**src/rtl/rx_onwin_timer.sv**
```systemverilog
module rx_onwin_timer #(
  parameter int          BASE_TICKS = 4,
  parameter logic [7:0]  ADDR_HI    = 8'h0B,
  parameter logic [7:0]  ADDR_LO    = 8'h0C
) (
  input  logic       clk,
  input  logic       rst_n,
  input  logic       wr_en,
  input  logic [7:0] wr_addr,
  input  logic [7:0] wr_data,
  input  logic [1:0] tb_sel,
  input  logic       ref_tick,
  input  logic       drx_en,
  input  logic       off_done,
  input  logic       host_done,
  input  logic       rf_done,
  input  logic       host_drive_low,
  output logic       dio_level,
  output logic       rx_en,
  output logic       pwr_dn
);
  localparam int CNT_W = 16;
  localparam int PRE_W = $clog2(BASE_TICKS * 64 + 1);

  typedef enum logic [2:0] {S_SLEEP, S_WAKE, S_SETTLE, S_ON, S_HOLD} st_t;

  st_t              state, state_nx;
  logic [CNT_W-1:0] on_cnt, cnt;
  logic [PRE_W-1:0] pre, per;
  logic [1:0]       sel_q;
  logic             line_q, line_rise, base_tick, expire, start;

  always_ff @(posedge clk or negedge rst_n)
    if (!rst_n) on_cnt <= '0;
    else if (wr_en && wr_addr == ADDR_HI) on_cnt[15:8] <= wr_data;
    else if (wr_en && wr_addr == ADDR_LO) on_cnt[7:0]  <= wr_data;

  assign dio_level = ~host_drive_low;

  always_ff @(posedge clk) line_q <= dio_level;

  assign line_rise = dio_level & ~line_q;
  assign per       = PRE_W'(BASE_TICKS) << {sel_q, 1'b0};
  assign base_tick = ref_tick && (pre == per - PRE_W'(1));
  assign expire    = (on_cnt == '0) || (base_tick && cnt == on_cnt - CNT_W'(1));

  always_comb begin
    state_nx = state;
    if (!drx_en)        state_nx = S_SLEEP;
    else if (line_rise) state_nx = S_WAKE;
    else
      case (state)
        S_SLEEP:  if (off_done)  state_nx = S_WAKE;
        S_WAKE:   if (host_done) state_nx = S_SETTLE;
        S_SETTLE: if (rf_done)   state_nx = S_ON;
        S_ON:     if (expire)    state_nx = dio_level ? S_SLEEP : S_HOLD;
        default:  state_nx = state;
      endcase
  end

  assign start = (state == S_SETTLE) && (state_nx == S_ON);

  always_ff @(posedge clk or negedge rst_n)
    if (!rst_n) begin
      state <= S_SLEEP;
      pre   <= '0;
      cnt   <= '0;
      sel_q <= '0;
    end else begin
      state <= state_nx;
      if (start) begin
        pre   <= '0;
        cnt   <= '0;
        sel_q <= tb_sel;
      end else if (state == S_ON && ref_tick) begin
        if (base_tick) begin
          pre <= '0;
          cnt <= cnt + CNT_W'(1);
        end else begin
          pre <= pre + PRE_W'(1);
        end
      end
    end

  assign pwr_dn = (state == S_SLEEP);
  assign rx_en  = (state == S_SETTLE) || (state == S_ON) || (state == S_HOLD);
endmodule

```
**config.mk**
```make
export PLATFORM = sky130hd
export DESIGN_NAME = rx_onwin_timer
export DESIGN_NICKNAME = d
export VERILOG_FILES = /design/src/rtl/rx_onwin_timer.sv
export SDC_FILE = /design/constraint.sdc
export NUM_CORES = 1
export LEC_CHECK = 0
export ABC_AREA = 1
export BUFFER_PORTS_ARGS = -buffer_cell sky130_fd_sc_hd__buf_2
export CORE_ASPECT_RATIO = 0.75
export CORE_MARGIN = 2
export CORE_UTILIZATION = 41
export CTS_BUF_LIST = sky130_fd_sc_hd__clkbuf_16
export DETAILED_ROUTE_END_ITERATION = 16
export PLACE_DENSITY_LB_ADDON = 0.12
export SYNTH_ARGS = -nofsm -noshare
export SYNTH_HDL_FRONTEND = slang
export SYNTH_SLANG_ARGS = --single-unit
```
**constraint.sdc**
```tcl
create_clock -name clk -period 5.6 [get_ports clk]
set_clock_uncertainty 0.15 [all_clocks]
set_input_delay 1.12 -clock clk [delete_from_list [all_inputs] [get_ports clk]]
set_output_delay 1.12 -clock clk [all_outputs]
set_load 0.1 [all_outputs]
```
### Word-level counts from Yosys, hierarchy flattened

Index checks and enable logic that the tools add are counted.

* register bits after elaboration: 47
* bits in latches: 0
* memory bits (writable): 0
* memory bits (read-only): 0
* logic and storage cells: 54
* memories kept: 0

* $add $sub $neg: 4
* $mul: 0
* divide/modulo/power cells: 0
* magnitude comparators: 0
* equal/unequal tests: 9
* shift-type cells: 1
* mux-type cells: 14
* bitwise operators: 4
* reductions and logical operators: 15

Operators with widths (number)
* $mux W16: 3
* $mux W9: 3
* $mux W3: 7
* $add A16 B1 Y16 const B: 1
* $eq A16 B16 Y1: 1
* $eq A8 B4 Y1 const B: 2
* $logic_not A16 Y1: 1
* $sub A16 B1 Y16 const B: 1
* $pmux W3 S4: 1
* $add A9 B1 Y9 const B: 1
* $eq A3 B2 Y1 const B: 3
* $eq A9 B9 Y1: 1
* $shl A3 B3 Y9 const A: 1
* $sub A9 B1 Y9 const B: 1
* $logic_and A1 B1 Y1: 6
* $reduce_and A2 Y1: 2
* $reduce_bool A2 Y1: 2
* $eq A3 B1 Y1 const B: 1
* $eq A3 B3 Y1 const B: 1
* $logic_not A3 Y1: 1
* $logic_or A1 B1 Y1: 3
* $not A1 Y1: 3
* $and A1 B1 Y1: 1

### Depth between registers and ports, before layout

Gate-level depths: netlist of the first run.

* word-level depth: 14
* depth in mapped cells: 20
* mapped depth without buffers: 19

### Worst setup path after synthesis of the first run

OpenSTA, ideal clock, no wires.

* kind: flip-flop to output port
* start: register state[2]
* end: output pwr_dn
* arrival: 2.528 ns
* path slack: 1.802 ns
* cell stages (with the launch flop): 2
* buffers on the path: 0
* path through: dfrtp_1 -> nor3_1

* longest elaborated chain between the ends: 1

Ends and longest elaborated chain
* start: declaration: line 27 `st_t state, state_nx;`
* start signal: assignment: line 70 `state <= state_nx;`
* $logic_not A3 Y1: line 85 `assign pwr_dn = (state == S_SLEEP);`
* end: declaration: line 20 `output logic pwr_dn`

No other way between the ends.

### Final worst setup path of the first run

* start: register sel_q[0]
* end: register cnt[0]

* longest elaborated chain between the ends: 14
* elaborated cells on any way between the ends: 16

Ends and longest elaborated chain
* start: declaration: line 30 `logic [1:0] sel_q;`
* start signal: assignment: line 74 `sel_q <= tb_sel;`
* $shl A3 B3 Y9 (*): line 43 `assign per = PRE_W'(BASE_TICKS) << {sel_q, 1'b0};`
* $sub A9 B1 Y9 (*): line 44 `assign base_tick = ref_tick && (pre == per - PRE_W'(1));`
* $eq A9 B9 Y1 (*): line 44
* $logic_and A1 B1 Y1 (*): line 44
* $logic_and A1 B1 Y1: line 45 `assign expire = (on_cnt == '0) || (base_tick && cnt == on_cnt - CNT_W'(1));`
* $logic_or A1 B1 Y1: line 45
* $mux W3: line 56 `S_ON: if (expire) state_nx = dio_level ? S_SLEEP : S_HOLD;`
* $pmux W3 S4: line 52 `case (state)`
* $mux W3: line 50 `else if (line_rise) state_nx = S_WAKE;`
* $mux W3: line 49 `if (!drx_en) state_nx = S_SLEEP;`
* $eq A3 B2 Y1: line 61 `assign start = (state == S_SETTLE) && (state_nx == S_ON);`
* $logic_and A1 B1 Y1: line 61
* $reduce_bool A2 Y1 (no line)
* $reduce_and A2 Y1 (no line)
* end signal: assignment: line 78 `cnt <= cnt + CNT_W'(1);`
* end: declaration: line 28 `logic [CNT_W-1:0] on_cnt, cnt;`

Every way passes the cells marked *; elsewhere a longest branch is shown, timed or not.
A chain may end at the register's enable or synchronous reset.

==> results of run 1 <==
[cells by family (layout without fill, tap and decap cells)]
family,after synthesis,count (layout)
fa+ha+maj,5,5
xor+xnor,30,30
flops,47,47
simple gates,276,276
buf+inv,81,101
compound gates,51,51
[synthesized netlist by cell type (all sizes together) (2+ instances only)]
cell and instances:
xor2 24, nor2 64, nor3b 2, o211ai 16, nand4 24, nand2 133
o21ai 30, nor3 7, ha 5, buf 10, xnor2 6, nor4 5
clkbuf 8, nand3 34, a21oi 4, dfrtp 46, nand3b 5, inv 62
[final cells by class]
cell class,count,area [µm²],share of cell area (%)
repair buffers,30,153,4.02
well taps,108,135,3.56
clock buffers,5,125,3.30
inverters,63,236,6.23
multi-input cells,362,1940,51.0
flip-flops and latches,47,1170,30.9
clock inverters,3,38.8,1.02
[state kept, by name, summed over array words and instances (netlist names)]
register and count:
state 3, sel_q 2, cnt 16, pre 9, line_q 1, on_cnt 16
[routing by layer]
layer / GRT usage [%] / up-vias / wire length, µm
met5: 0 / - / 0
met4: 4.55 / 0 / 64
met3: 3.12 / 5 / 219
met2: 26.5 / 33 / 3410
met1: 32.0 / 1472 / 4730
li1: - / 1628 / -
[stage by stage]
| stage | area (µm²) | hold slack (ns) | utilization, % |
|---|---|---|---|
| global placement | 3630 | 0.329 | 43.5 |
| floorplan | 3470 | 0.303 | - |
| CTS | 3800 | 0.350 | 45.5 |
| detailed placement | 3630 | 0.334 | 43.5 |
| global route | 3800 | 0.407 | 45.5 |
| finish | 3800 | 0.342 | 45.5 |
[critical path: stages (launching register included)]
cell and delay [ns]:
dfrtp_1 0.42, nor2_1 0.18, inv_1 0.07, ha_1 0.30
or2_2 0.27, nand4_1 0.07, nor2_1 0.04, nand2_1 0.63
nor2_1 0.11, nand2_1 0.10, nor2_1 0.04, nand2_1 0.09
nand3_2 0.08, nand2_1 0.09, nand2_2 0.07, nor2_4 0.12
nand2_4 0.33, o211ai_1 0.21, nand2_1 0.08
[where the power goes]
part | switching (mW) | internal [mW]
registers | 0.0337 | 0.366
clock network | 0.133 | 0.209
logic | 0.139 | 0.0866
total | 0.306 | 0.661
[how the worst min path moves through the flow]
stage,start,endpoint,cells after the start
after floorplan,on_cnt[1],on_cnt[1],2
after global placement,on_cnt[1],on_cnt[1],2
after detailed placement,on_cnt[1],on_cnt[1],2
after CTS,on_cnt[1],on_cnt[1],2
after global routing,pre[8],pre[8],2
final,on_cnt[1],on_cnt[1],2
==> flow_metrics.env, run 1 <==
export IMPL_status="completed"
export IMPL_area_delta_synth_final_pct=9.53
export IMPL_antenna_found_initial=0
export IMPL_relSlewSlack_pct=28.0
export IMPL_end_kind="flip-flop"
export IMPL_syn_inst=490
export IMPL_dieArea_um2=9210
export IMPL_routed_wl_um=8420
export IMPL_grt_first_pass_wirelength_um=14500
export IMPL_start_util_pct=41.5
export IMPL_irDropWorstVdd_v=0.000114
export IMPL_ctsHoldBuffers=0
export IMPL_async_flop_share_pct=97.9
export IMPL_finalCriticalPeriod_ns=3.58
export IMPL_grt_max_degree=51
export IMPL_dp_cells=610
export IMPL_post_cts_buffers=0
export IMPL_leakagePower_nw=2.04
export IMPL_post_cts_resized=0
export IMPL_vias=3138
export IMPL_cts_root_buffer="clkbuf_16"
export IMPL_first_pass_iters=4
export IMPL_synth_area_leaders="dfrtp_1, nand2_1, inv_1"
export IMPL_drive_above_1_share_pct=13.7
export IMPL_yosysTopAreaCellShare_pct=33.2
export IMPL_diodes=0
export IMPL_io_buffers=29
export IMPL_rows=29
export IMPL_die_x_um=110
export IMPL_fillers=899
export IMPL_crit_arrival_ns=3.60
export IMPL_rsz0062_at_grt="false"
export IMPL_yosysUniqueCellTypes=36
export IMPL_fin_tns_setup_ns=0
export IMPL_pre_cts_ws_ns=1.86
export IMPL_cap_violations=0
export IMPL_syn_nets=522
export IMPL_ios=30
export IMPL_avgSynthCellArea_um2=7.07
export IMPL_fin_ws_ns=2.02
export IMPL_synth_xor_area_share_pct=7.58
export IMPL_layout_common_cells="nand2_1, inv_1, nor2_1"
export IMPL_synthSimpleGateAreaFrac_pct=36.3
export IMPL_worstPathRequired_ns=5.62
export IMPL_hold_viol_final=0
export IMPL_layout_cells_non_filler=618
export IMPL_layout_nets=541
export IMPL_layout_commonest_cell="nand2_1"
export IMPL_rr_endpoint="cnt[0]"
export IMPL_synthMuxAreaShare_pct=0
export IMPL_wl_per_cell_um=13.6
export IMPL_power_density_nw_per_um2=255
export IMPL_ys_seq_elements=47
export IMPL_post_route_period_util_pct=63.9
export IMPL_yosysSeqAreaShare_pct=33.8
export IMPL_clock_latency_ns=0.29
export IMPL_clock_path_buffers=2
export IMPL_synth_warning_count=0
export IMPL_design_power_total_mw=0.967
export IMPL_cp_max_fo=50
export IMPL_r2r_slack_ns=2.02
export IMPL_setup_violations_final=0
export IMPL_finalWeightedCongestion=0.874
export IMPL_grt_pass1_vias=2916
export IMPL_ys_flop_type="dfrtp_1"
export IMPL_r2r_cells=18
export IMPL_endpoint="cnt[0]"
export IMPL_max_freq_mhz=279
export IMPL_first_iter_violations=189
export IMPL_synth_compound_area_share_pct=10.2
export IMPL_synth_top_family_by_area="simple AND/OR/NAND/NOR gates"
export IMPL_start_kind="flip-flop"
export IMPL_cts_tree="built"
export IMPL_drc=0
export IMPL_synth_top_area_cell="dfrtp_1"
export IMPL_grt_remaining_overflow=0
export IMPL_netlist_area_um2=3470
export IMPL_startpoint="sel_q[0]"
export IMPL_grt_usage_pct=19.6
export IMPL_synthAdderAreaFrac_pct=1.81
export IMPL_numClockSinks=47
export IMPL_path_class="reg -> reg"
export IMPL_hpwl_um=6170
export IMPL_die_y_um=83.6
export IMPL_viasPerCell=5.08
export IMPL_synth_edf_count=0
export IMPL_core_um2=8350
export IMPL_path_clk_slew_ns=0.07
export IMPL_cts_made_buffers=5
export IMPL_hold_class="reg -> reg"
export IMPL_drv_slew=0
export IMPL_tightest_slew_ns=1.08
export IMPL_final_antenna_net_count=0
export IMPL_htreeDepth=2
export IMPL_rr_startpoint="sel_q[0]"
No activity file was read; power rests on OpenSTA's default activity.
==> run 2, diff against run 1 <==
==> constraint.sdc (replaced) <==
create_clock -name clk -period 3.75 [get_ports clk]
set_clock_uncertainty 0.15 [all_clocks]
set_input_delay 0.75 -clock clk [delete_from_list [all_inputs] [get_ports clk]]
set_output_delay 0.75 -clock clk [all_outputs]
set_load 0.1 [all_outputs]
==> run 2 against run 1 <==
Via count hardly changed. Setup slack got worse by 1.2 ns. Die area unchanged. Fmax rose by 20%. Sequential share of layout area rose by 0.12 points. Utilization down 0.18 points. First-iteration DRC count rose by 27%. Non-clock buffer count is 1 higher. Wire length increased by 2.2%. Largest cell class unchanged.
==> flow_metrics.env, run 2 (same netlist as run 1, synthesis figures left out) <==
export IMPL_drv_slew=0
export IMPL_p_clk_share_pct=32.2
export IMPL_drive_above_1_share_pct=13.9
export IMPL_layout_cells_non_filler=619
export IMPL_grt_max_degree=51
export IMPL_finalCriticalPeriod_ns=2.97
export IMPL_start_util_pct=41.5
export IMPL_grt_pass1_vias=2980
export IMPL_die_x_um=110
export IMPL_tightest_slew_ns=1.07
export IMPL_hpwl_um=6260
export IMPL_p_int_mw=0.919
export IMPL_max_freq_mhz=336
export IMPL_fin_util_pct=45.3
export IMPL_reg_top3="cnt (16), on_cnt (16), pre (9)"
export IMPL_viasPerCell=5.07
export IMPL_grt_first_pass_wirelength_um=14600
export IMPL_die_y_um=83.6
export IMPL_leakagePower_nw=2.03
export IMPL_cts_made_buffers=5
export IMPL_rsz0062_at_grt="false"
export IMPL_final_antenna_net_count=0
export IMPL_status="completed"
export IMPL_post_cts_resized=0
export IMPL_setup_violations_final=0
export IMPL_diodes=0
export IMPL_clock_path_buffers=2
export IMPL_grt_remaining_overflow=0
export IMPL_fillers=880
export IMPL_hold_class="reg -> reg"
export IMPL_antenna_found_initial=0
export IMPL_drc=0
export IMPL_critPathTopFamily="simple AND/OR/NAND/NOR gates"
export IMPL_design_power_total_mw=1.38
export IMPL_cp_max_fo=50
export IMPL_slowest_stage="dfrtp_1"
export IMPL_cap_violations=0
export IMPL_io_buffers=29
export IMPL_seqPwrFrac_pct=43.3
export IMPL_power_density_nw_per_um2=365
export IMPL_irDropWorstVdd_v=0.000155
export IMPL_start_kind="flip-flop"
export IMPL_finalWeightedCongestion=0.893
export IMPL_worst_path_buf_inv=1
export IMPL_first_iter_violations=240
export IMPL_hold_ws_ns=0.349
export IMPL_first_pass_iters=4
export IMPL_p_comb_share_pct=24.5
export IMPL_core_um2=8350
export IMPL_htreeDepth=2
export IMPL_area_delta_synth_final_pct=9.10
export IMPL_wl_per_cell_um=13.9
export IMPL_relSlewSlack_pct=28.4
export IMPL_rows=29
export IMPL_dp_cells=611
export IMPL_crit_arrival_ns=3.00
export IMPL_hold_viol_final=0
export IMPL_cpPeakStageDelay_ns=0.41
export IMPL_path_class="reg -> reg"
export IMPL_cts_tree="built"
export IMPL_netSwitchingPower_mw=0.462
export IMPL_ctsHoldBuffers=0
export IMPL_fin_tns_setup_ns=0
export IMPL_path_clk_slew_ns=0.07
export IMPL_post_cts_buffers=0
export IMPL_post_route_period_util_pct=79.3
export IMPL_crit_chain="nor2_1, inv_1, ha_1, or2_2, nand4_1, nor2_1, nand2_1, nor2_1, nand2_1, nor2_1, nand2_1, nand3_2, nand2_1, nand2_2, nor2_4, nand2_4, nand3_1, o21ai_2"
export IMPL_r2r_slack_ns=0.78
export IMPL_clock_latency_ns=0.29
export IMPL_grt_usage_pct=20.0
export IMPL_layout_commonest_cell="nand2_1"
export IMPL_cts_root_buffer="clkbuf_16"
export IMPL_vias=3141
export IMPL_routed_wl_um=8600
export IMPL_ios=30
export IMPL_worstPathRequired_ns=3.78
export IMPL_layout_common_cells="nand2_1, inv_1, nor2_1"
export IMPL_swShare_pct=33.5
export IMPL_layout_nets=542
export IMPL_end_kind="flip-flop"
export IMPL_dieArea_um2=9210
export IMPL_numClockSinks=47
-- run 2: cell count changes in the layout (fill, tap and decap cells not counted), sizes merged --
cell	before	now
buf	30	31
bufinv	1	0
clkinv	3	2
clkinvlp	0	1
inv	62	63
-- run 2: through the flow --
step	instance area [µm²]	setup slack (ns)
6_report	3780	0.778
5_1_grt	3780	0.491
4_1_cts	3780	0.752
3_5_place_dp	3640	0.766
3_3_place_gp	3640	0.804
2_1_floorplan	3470	0.0514
-- run 2: final cells by class --
| class | count | area (µm²) | share of cell area (%) |
|---|---|---|---|
| sequential | 47 | 1170 | 31.0 |
| multi-input combinational | 362 | 1940 | 51.2 |
| tap | 108 | 135 | 3.57 |
| timing repair buffer | 31 | 160 | 4.24 |
| inverter | 63 | 236 | 6.25 |
| clock buffer | 5 | 125 | 3.31 |
| clock inverter | 3 | 16.3 | 0.430 |
-- run 2: worst paths after layout --
kind / start / end / cells after the start
hold reg to reg: on_cnt[1] / on_cnt[1] / 2
min in group asynchronous: rst_n / on_cnt[2] / 1
hold / removal: on_cnt[1] / on_cnt[1] / 2
setup reg to reg: sel_q[0] / pre[4] / 18
max in group asynchronous: rst_n / cnt[15] / 1
setup / recovery: sel_q[0] / pre[4] / 18
-- run 2: power groups by stage --
stage	clock network, mW	registers (mW)	logic, mW
floorplan	0	0.591	0.263
global placement	0	0.605	0.332
detailed placement	0	0.606	0.336
CTS	0.452	0.596	0.340
global route	0.474	0.605	0.385
finish	0.445	0.598	0.339
-- run 2: routing by layer --
layer	GRT usage, %	up-vias	wire length, µm
li1	-	1618	-
met1	30.7	1467	4590
met2	29.7	46	3620
met3	3.20	10	335
met4	3.98	0	65
met5	0	-	0
-- run 2: worst register-to-register path, delay by kind of cell, from the launching register on --
kind | cells | cell delay [ns]
fa+ha+maj | 1 | 0.30
simple gates | 15 | 1.84
flops | 1 | 0.41
buf+inv | 1 | 0.07
compound gates | 1 | 0.08
